===== src/rtl/rxf_pkg.sv =====
package rxf_pkg;

  localparam logic [7:0] SOH_CODE = 8'h01;
  localparam logic [7:0] ENQ_CODE = 8'h85;
  localparam logic [7:0] BCAST_ID = 8'h00;

  typedef enum logic [2:0] {
    ST_IDLE,
    ST_ENQ_DID,
    ST_ENQ_WAIT,
    ST_DAT_SID,
    ST_DAT_DID,
    ST_DAT_BODY,
    ST_SKIP
  } rxf_state_e;

  typedef struct packed {
    logic latchSid;
    logic writeSid;
    logic writeBody;
    logic enqReply;
    logic markRcvd;
    logic ackData;
  } rxf_strobe_t;

endpackage


===== src/rtl/rxf_ctrl.sv =====
module rxf_ctrl
  import rxf_pkg::*;
#(
  parameter int LEN_W   = 10,
  parameter int MAX_LEN = 507
) (
  input  logic             clk,
  input  logic             rstN,
  input  logic [7:0]       myId,
  input  logic             bcastEn,
  input  logic             rcvAll,
  input  logic             rxValid,
  input  logic             rxFirst,
  input  logic [7:0]       rxData,
  input  logic             rxEnd,
  input  logic             rxCrcGood,
  input  logic [LEN_W-1:0] rxLen,
  input  logic             inhibit,
  output rxf_strobe_t      strb
);

  rxf_state_e state, nextState;
  logic enqHitQ, bcastQ;
  logic didMatch, lenOk;

  assign lenOk    = (rxLen <= LEN_W'(MAX_LEN));
  assign didMatch = !inhibit &&
                    (rcvAll || (rxData == myId) || ((rxData == BCAST_ID) && bcastEn));

  always_comb begin
    nextState = state;
    strb      = '0;
    if (rxEnd) begin
      nextState = ST_IDLE;
      if (state == ST_ENQ_WAIT && enqHitQ) begin
        strb.enqReply = 1'b1;
      end
      if (state == ST_DAT_BODY && rxCrcGood && lenOk) begin
        strb.markRcvd = 1'b1;
        strb.ackData  = !bcastQ;
      end
    end else if (rxValid && rxFirst) begin
      if (rxData == ENQ_CODE)      nextState = ST_ENQ_DID;
      else if (rxData == SOH_CODE) nextState = ST_DAT_SID;
      else                         nextState = ST_SKIP;
    end else if (rxValid) begin
      case (state)
        ST_ENQ_DID:  nextState = ST_ENQ_WAIT;
        ST_DAT_SID: begin
          strb.latchSid = 1'b1;
          nextState     = ST_DAT_DID;
        end
        ST_DAT_DID: begin
          if (didMatch) begin
            strb.writeSid = 1'b1;
            nextState     = ST_DAT_BODY;
          end else begin
            nextState = ST_SKIP;
          end
        end
        ST_DAT_BODY: strb.writeBody = 1'b1;
        default:     nextState = state;
      endcase
    end
  end

  always_ff @(posedge clk or negedge rstN) begin
    if (!rstN) begin
      state   <= ST_IDLE;
      enqHitQ <= 1'b0;
      bcastQ  <= 1'b0;
    end else begin
      state <= nextState;
      if (rxValid && !rxFirst && !rxEnd && state == ST_ENQ_DID) begin
        enqHitQ <= (rxData == myId);
      end
      if (rxValid && !rxFirst && !rxEnd && state == ST_DAT_DID) begin
        bcastQ <= (rxData == BCAST_ID);
      end
    end
  end

  // no acceptance while the receive path is closed
  p_no_accept_inhibited_r9: assert property (@(posedge clk) disable iff (!rstN)
    strb.writeSid |-> !inhibit);

  // a received mark only ever follows an accepted frame
  p_rcvd_after_accept_r6: assert property (@(posedge clk) disable iff (!rstN)
    strb.markRcvd |-> (state == ST_DAT_BODY));

endmodule


===== src/rtl/rxf_dpath.sv =====
module rxf_dpath
  import rxf_pkg::*;
#(
  parameter int MAX_LEN = 507,
  parameter int ADDR_W  = 9
) (
  input  logic              clk,
  input  logic              rstN,
  input  rxf_strobe_t       strb,
  input  logic [7:0]        rxData,
  input  logic              clrInhibit,
  output logic              inhibitQ,
  output logic              replyValid,
  output logic              replyAck,
  output logic              pktRcvd,
  output logic              bufWrEn,
  output logic [ADDR_W-1:0] bufWrAddr,
  output logic [7:0]        bufWrData
);

  localparam int BUF_DEPTH = MAX_LEN + 1;

  logic [7:0]      sidQ;
  logic [ADDR_W:0] nextAddr;
  logic            roomLeft;

  assign roomLeft = (nextAddr < (ADDR_W+1)'(BUF_DEPTH));

  always_ff @(posedge clk or negedge rstN) begin
    if (!rstN) begin
      sidQ      <= '0;
      nextAddr  <= '0;
      bufWrEn   <= 1'b0;
      bufWrAddr <= '0;
      bufWrData <= '0;
    end else begin
      bufWrEn <= 1'b0;
      if (strb.latchSid) begin
        sidQ <= rxData;
      end
      if (strb.writeSid) begin
        bufWrEn   <= 1'b1;
        bufWrAddr <= '0;
        bufWrData <= sidQ;
        nextAddr  <= (ADDR_W+1)'(1);
      end else if (strb.writeBody && roomLeft) begin
        bufWrEn   <= 1'b1;
        bufWrAddr <= nextAddr[ADDR_W-1:0];
        bufWrData <= rxData;
        nextAddr  <= nextAddr + 1'b1;
      end
    end
  end

  always_ff @(posedge clk or negedge rstN) begin
    if (!rstN) begin
      inhibitQ   <= 1'b0;
      replyValid <= 1'b0;
      replyAck   <= 1'b0;
      pktRcvd    <= 1'b0;
    end else begin
      pktRcvd <= strb.markRcvd;
      if (strb.enqReply) begin
        replyValid <= 1'b1;
        replyAck   <= !inhibitQ;
      end else if (strb.markRcvd && strb.ackData) begin
        replyValid <= 1'b1;
        replyAck   <= 1'b1;
      end else begin
        replyValid <= 1'b0;
        replyAck   <= 1'b0;
      end
      if (strb.markRcvd)  inhibitQ <= 1'b1;
      else if (clrInhibit) inhibitQ <= 1'b0;
    end
  end

  // enquiry answered NAK while closed, ACK while open
  p_enq_nak_r2: assert property (@(posedge clk) disable iff (!rstN)
    strb.enqReply && inhibitQ |=> replyValid && !replyAck);
  p_enq_ack_r2: assert property (@(posedge clk) disable iff (!rstN)
    strb.enqReply && !inhibitQ |=> replyValid && replyAck);

  // set beats clear, clear alone reopens
  p_set_wins_r10: assert property (@(posedge clk) disable iff (!rstN)
    strb.markRcvd |=> inhibitQ);
  p_clear_r10: assert property (@(posedge clk) disable iff (!rstN)
    clrInhibit && !strb.markRcvd |=> !inhibitQ);

  // without a mark or a clear the flag holds
  p_hold_r8: assert property (@(posedge clk) disable iff (!rstN)
    !strb.markRcvd && !clrInhibit |=> $stable(inhibitQ));

  // writes stay inside the buffer
  p_addr_bound_r11: assert property (@(posedge clk) disable iff (!rstN)
    bufWrEn |-> (int'(bufWrAddr) <= MAX_LEN));

endmodule


===== src/rtl/rx_filter_ack.sv =====
module rx_filter_ack
  import rxf_pkg::*;
#(
  parameter int LEN_W   = 10,
  parameter int MAX_LEN = 507,
  localparam int ADDR_W = $clog2(MAX_LEN + 1)
) (
  input  logic              clk,
  input  logic              rstN,
  input  logic [7:0]        myId,
  input  logic              bcastEn,
  input  logic              rcvAll,
  input  logic              rxValid,
  input  logic              rxFirst,
  input  logic [7:0]        rxData,
  input  logic              rxEnd,
  input  logic              rxCrcGood,
  input  logic [LEN_W-1:0]  rxLen,
  input  logic              clrInhibit,
  output logic              rxInhibit,
  output logic              replyValid,
  output logic              replyAck,
  output logic              pktRcvd,
  output logic              bufWrEn,
  output logic [ADDR_W-1:0] bufWrAddr,
  output logic [7:0]        bufWrData
);

  rxf_strobe_t strb;
  logic        inhibitQ;

  assign rxInhibit = inhibitQ;

  rxf_ctrl #(.LEN_W(LEN_W), .MAX_LEN(MAX_LEN)) uCtrl (
    .clk(clk), .rstN(rstN), .myId(myId), .bcastEn(bcastEn), .rcvAll(rcvAll),
    .rxValid(rxValid), .rxFirst(rxFirst), .rxData(rxData), .rxEnd(rxEnd),
    .rxCrcGood(rxCrcGood), .rxLen(rxLen), .inhibit(inhibitQ), .strb(strb)
  );

  rxf_dpath #(.MAX_LEN(MAX_LEN), .ADDR_W(ADDR_W)) uDpath (
    .clk(clk), .rstN(rstN), .strb(strb), .rxData(rxData),
    .clrInhibit(clrInhibit), .inhibitQ(inhibitQ), .replyValid(replyValid),
    .replyAck(replyAck), .pktRcvd(pktRcvd), .bufWrEn(bufWrEn),
    .bufWrAddr(bufWrAddr), .bufWrData(bufWrData)
  );

endmodule


===== config.mk =====
export PLATFORM = sky130hd
export DESIGN_NAME = rx_filter_ack
export DESIGN_NICKNAME = d
export VERILOG_FILES = /design/src/rtl/rxf_pkg.sv /design/src/rtl/rxf_ctrl.sv /design/src/rtl/rxf_dpath.sv /design/src/rtl/rx_filter_ack.sv
export SDC_FILE = /design/constraint.sdc
export NUM_CORES = 1
export LEC_CHECK = 0
export BUFFER_PORTS_ARGS = -buffer_cell sky130_fd_sc_hd__buf_2
export CORE_MARGIN = 2
export CORE_UTILIZATION = 58
export DETAILED_ROUTE_END_ITERATION = 10
export GPL_ROUTABILITY_DRIVEN = 1
export PLACE_DENSITY = 0.82
export REMOVE_ABC_BUFFERS = 1
export SYNTH_ARGS = -nofsm -noshare
export SYNTH_HDL_FRONTEND = slang
export SYNTH_HIERARCHICAL = 1
export SYNTH_SLANG_ARGS = --single-unit
export TNS_END_PERCENT = 10

===== constraint.sdc =====
create_clock -name clk -period 5.3 [get_ports clk]
set_input_delay 1.06 -clock clk [delete_from_list [all_inputs] [get_ports clk]]
set_output_delay 1.06 -clock clk [all_outputs]
set_load 0.02 [all_outputs]

### Word-level counts from Yosys, hierarchy flattened

Index checks and enable logic that the tools add are counted.

* $add $sub $neg: 1
* equal/unequal tests: 8
* mux-type cells: 30
* reductions and logical operators: 24
* order comparisons: 2

Operators with widths (count)
* $mux 3: 9
* $mux 10: 2
* $mux 9: 2
* $mux 8: 2
* $logic_and 1x1->1: 12
* $mux 1: 12
* $add 10x1->10 const B: 1
* $le 10x9->1 const B: 1
* $lt 10x9->1 const B: 1
* $pmux 3 s3: 1
* $eq 8x1->1 const B: 1
* $eq 8x8->1: 1
* $eq 8x8->1 const B: 1
* $logic_not 8->1: 1
* $eq 3x2->1 const B: 2
* $eq 3x3->1 const B: 2
* $reduce_bool 5->1: 1
* $logic_not 1->1: 4
* $mux 2: 2
* $reduce_bool 2->1: 2
* $eq 3x1->1 const B: 1
* $reduce_bool 3->1: 1
* $logic_or 1x1->1: 2
* $reduce_and 2->1: 1

* logic and storage cells: 77
* output and inout bits: 22
* input bits: 35
* flip-flop bits (word level): 45

### Longest topological paths before layout

* word-level depth: 12
* mapped depth: 9
* depth with buffers taken out: 7

### Hierarchy

Netlist, hierarchy kept.

Modules (own cells, without submodules)
* rxf_dpath: cells each 177, sequential area each 1001.0 µm², times used 1, area each 1969.4 µm²
* rxf_ctrl: cells each 68, sequential area each 125.1 µm², times used 1, area each 561.8 µm²

### Worst setup path before layout

Ideal clock, no wire load.

* kind: input-to-reg
* start point: in rxData[0]
* end point: reg uDpath.bufWrData[1]
* setup time: 0.138 ns
* required time: 5.162 ns
* setup slack: 2.607 ns
* stages: 9
* path buffers: 2
* arrival: 2.555 ns
* cells stage by stage: nor4_1 a31oi_1 o21ai_1 and3_1 clkbuf_1 inv_1 clkbuf_1 o2111ai_1 o211ai_1

RTL lines
* from (decl): RTL line rx_filter_ack.sv:15 `input logic [7:0] rxData,`
* to (signal assigned): RTL line rxf_dpath.sv:44 `bufWrData <= sidQ;`
* to (signal assigned): RTL line rxf_dpath.sv:49 `bufWrData <= rxData;`
* to (decl): RTL line rxf_dpath.sv:18 `output logic [7:0] bufWrData`

==> summary.md <==
| Metric | Value |
|---|---|
| Status | `completed` |
| Inserted Diodes | `0` |
| Remaining antenna violation count | `0` |
| Finished Cell Area | `0.00285 sq mm` |
| Setup Buffers After CTS | `0` |
| Total gr overflow | `0` |
| Clock buffer depth | `2` |
| Number of flops mapped to enable cells by yosys | `0` |
| CTS tree | `done` |
| DR vias/cell | `6.35` |
| Drt total wl | `5720 um` |
| CP Max Fanout | `27` |
| Final max-slew violation count | `0` |
| Reg clk slew, reported paths | `0.08 ns` |
| GRT Overall Usage | `24.1%` |
| WHS Path Cells | `2` |
| CTS Hold Buffers Added | `0` |
| Hold Path Class | `reg2reg` |
| WL per Instance | `16.8 um` |
| Least-Margin Pin Slew | `slightly below 1 ns` |
| Cts repair resizes | `0` |
| Slew HR | `34.1%` |
| RR Startpoint | `uCtrl/state[0]$_DFFE_PN0P_` |
| CP startpoint kind | `input pin` |
| Top cells by area, synth | `dfrtp_1 44%, mux2_2 3.6%, nand4_1 3.2%, xnor2_1 3.1%, nand2_1 2.8%` |
| Placed Cells | `332` |
| Origin of the worst min-delay path | `uDpath/sidQ[5]$_DFFE_PN0P_` |
| WHS Endpoint | `uDpath/bufWrData[5]$_DFFE_PN0P_` |
| Net switching power | `0.211 mW` |
| Synth Instances | `around 250` |
| Syn. warnings | `6` |
| Pint | `0.514 mW` |
| P&R area growth vs syn | `12.8%` |
| Worst Path Arrival | `between 3 and 4 ns` |
| Combinational power share | `17.2%` |
| Fillers | `336` |
| R2R depth | `7` |
| Unrepaired setup endpoints after global routing | `no` |
| Routed met1 length | `2570 um` |
| Synth Area per Inst | `between 10 and 15 sq um` |
| H-tree levels | `2` |
| Design Power | `0.725 mW` |
| Yosys cell types | `54` |
| Vias | `2,160` |
| Layout cells sized above 1 | `between 20% and 30%` |
| Port Buf Inserts | `54` |
| R2R setup slack | `2.65 ns` |
| Yosys top cell area share | `44.5%` |
| Worst clock skew | `between 0.005 and 0.006 ns` |
| Met3 WL | `407 um` |
| Register area share after synthesis | `44.5%` |
| Drt first pass iters | `4` |
| Crit path kind | `in2reg` |
| Gpl congestion | `0.923` |
| Crit path time final | `3.08 ns` |
| Flop pwr share | `53.7%` |
| Drt initial violations | `222` |
| Yosys top cell by area | `dfrtp_1` |
| Vias in the first global route | `1,969` |
| Pleak | `1.30 nW` |
| Setup violators final | `0` |
| FP Rows | `24` |
| Placed wire-length estimate | `3790 um` |
| Nets | `323` |
| Primary FF master, synth | `dfrtp_1` |
| Setup TNS | `0 ns` |
| Post-Syn Area | `between 0.002 and 0.003 sq mm` |
| Die Height | `70.1 um` |
| CTS Buf Count | `5` |
| DR WL met2 | `approximately 2700 um` |
| Boundary Pins | `57` |
| # DRC | `0` |
| #FFs+latches synth | `45` |
| Clock Power Share | `between 20 and 30%` |
| Multi-input logic area | `0.00129 sq mm` |
| Asr flop ratio synth | `100%` |
| Maximum number of pins on one net before global-route repair | `46` |
| Fmax | `0.324 GHz` |
| Pwr Density | `254 mW/mm^2` |
| Clock Latency Late Sink | `around 0.30 ns` |
| Die Wd | `70.1 um` |
| DR top layer | `met4` |
| Max cap viols | `0` |
| Initial core utilization | `59.4%` |
| Placed Instance Area | `0.00277 sq mm` |
| Initial antenna violation count | `0` |
| Core area | `0.00426 sq mm` |
| Worst EP required | `5.50 ns` |
| Non-Filler Instances | `340` |
| Peak VDD IR | `0.000175 V` |
| Worst R2R End | `uDpath/bufWrAddr[0]$_DFFE_PN0P_` |
| Register Area | `0.00113 sq mm` |
| Fin. Hold Viols | `0` |
| Clk sinks | `45` |
| Die Area | `about 0.005 sq mm` |
| Crit. End Element | `register` |
| Root Buffer | `clkbuf_8` |
| Crit share post-route | `58.2%` |
| First-pass GRT wire length | `9400 um` |
| Switch share | `29.1%` |
==> logic make-up after synthesis <==
kind of cell / synth area share (%)
xor gates and xnor gates: 3.11
buffers and inverters: 4.55
and+or+nand+nor: 19.8
DFF: 44.5
adders and majority gates: 0.494
muxes: 6.57
AOI/OAI and AO/OA: 21.0
==> critical path: stages <==
cell,delay (ns)
buf_2,0.15
nor4_1,0.38
a31oi_1,0.13
o21ai_1,0.17
and3_1,0.20
buf_4,0.28
inv_1,0.39
o2111a_1,0.30
a31o_2,0.21
==> worst max path at each step <==
| stage | startpoint | endpoint | slack (ns) | cells after the start |
|---|---|---|---|---|
| after floorplan | rxData[0] | uDpath/bufWrAddr[0]$_DFFE_PN0P_ | 2.09 | 7 |
| after global placement | rxData[2] | uDpath/bufWrAddr[0]$_DFFE_PN0P_ | 2.00 | 9 |
| after CTS | rxData[2] | uDpath/bufWrAddr[0]$_DFFE_PN0P_ | 2.30 | 9 |
| final | rxData[2] | uDpath/bufWrAddr[0]$_DFFE_PN0P_ | 2.22 | 9 |
| after global routing | rxData[3] | uDpath/bufWrAddr[0]$_DFFE_PN0P_ | 2.13 | 9 |
| after detailed placement | rxData[2] | uDpath/bufWrAddr[0]$_DFFE_PN0P_ | 1.97 | 9 |
==> power groups by stage <==
stage	combinational, mW	sequential (mW)	clock, mW
floorplan	0.0481	0.416	0
global placement	0.123	0.395	0
detailed placement	0.125	0.396	0
CTS	0.126	0.389	0.215
global route	0.136	0.394	0.231
finish	0.125	0.389	0.211
==> routing by layer <==
layer	vias up	global-route usage, %
met2	90	35.8
met1	1032	34.8
met3	9	4.62
li1	1029	-
met4	0	9.83
met5	-	0
==> registers in the layout (all words and copies together), names as in the netlist, 3 cells and up <==
signal	count
uCtrl/state	3
uDpath/bufWrAddr	9
uDpath/bufWrData	8
uDpath/nextAddr	10
uDpath/sidQ	8
==> layout by cell type (no fill, tap or decap), types with 3 or more instances in the layout <==
master / instances
a21oi_1: 6
a2bb2oi_1: 8
a31oi_1: 5
a41oi_1: 4
and3_1: 5
buf_2: 54
clkbuf_8: 5
dfrtp_1: 45
inv_1: 3
mux2_2: 8
mux2i_1: 5
nand2_1: 19
nand2b_1: 7
nand3_1: 5
nand4_1: 13
nor2_1: 14
nor2b_1: 4
nor3_1: 4
nor4_1: 3
o2111ai_1: 8
o211ai_1: 8
o21ai_0: 3
o21ai_1: 3
o221a_2: 5
xnor2_1: 9
==> synth_stat cells, types with 2 or more instances <==
library cell  number
nand2b_1           7
o21ai_1            3
nand3_1            5
buf_6              2
nand4_1           13
nor3_1             4
nand3b_1           2
and4_1             2
xnor2_1            9
nand2_1           19
and3_1             5
nor2_1            14
clkbuf_1          11
nor2b_1            4
nor4_1             3
buf_4              2
buf_2              5
o21ai_0            3
o2111ai_1          8
a31oi_1            5
and4b_1            2
mux2i_1            5
mux2_2             8
a2bb2oi_1          8
a21oi_1            6
dfrtp_1           45
o211ai_1           8
inv_1              3
a41oi_1            4
o221a_2            5
nor4b_1            2
==> area by class of cell <==
cell class                      count  area share, %
Timing Repair Buffer               55           9.73
Clock inverter                      1          0.263
Tap cell                           52           2.28
Sequential cell                    45           39.5
Multi-Input combinational cell    177           45.2
Inverter                            3          0.395
Clock buffer                        7           2.67
==> metrics by stage <==
stage	setup WS (ns)	util [%]	hold WS (ns)
4_1_cts	2.30	66.9	0.503
3_5_place_dp	1.97	65.0	0.483
5_1_grt	2.13	66.9	0.532
6_report	2.22	66.9	0.502
3_3_place_gp	2.00	65.0	0.475
2_1_floorplan	2.09	-	0.450
Note: power is estimated with default switching activity, not from simulation.
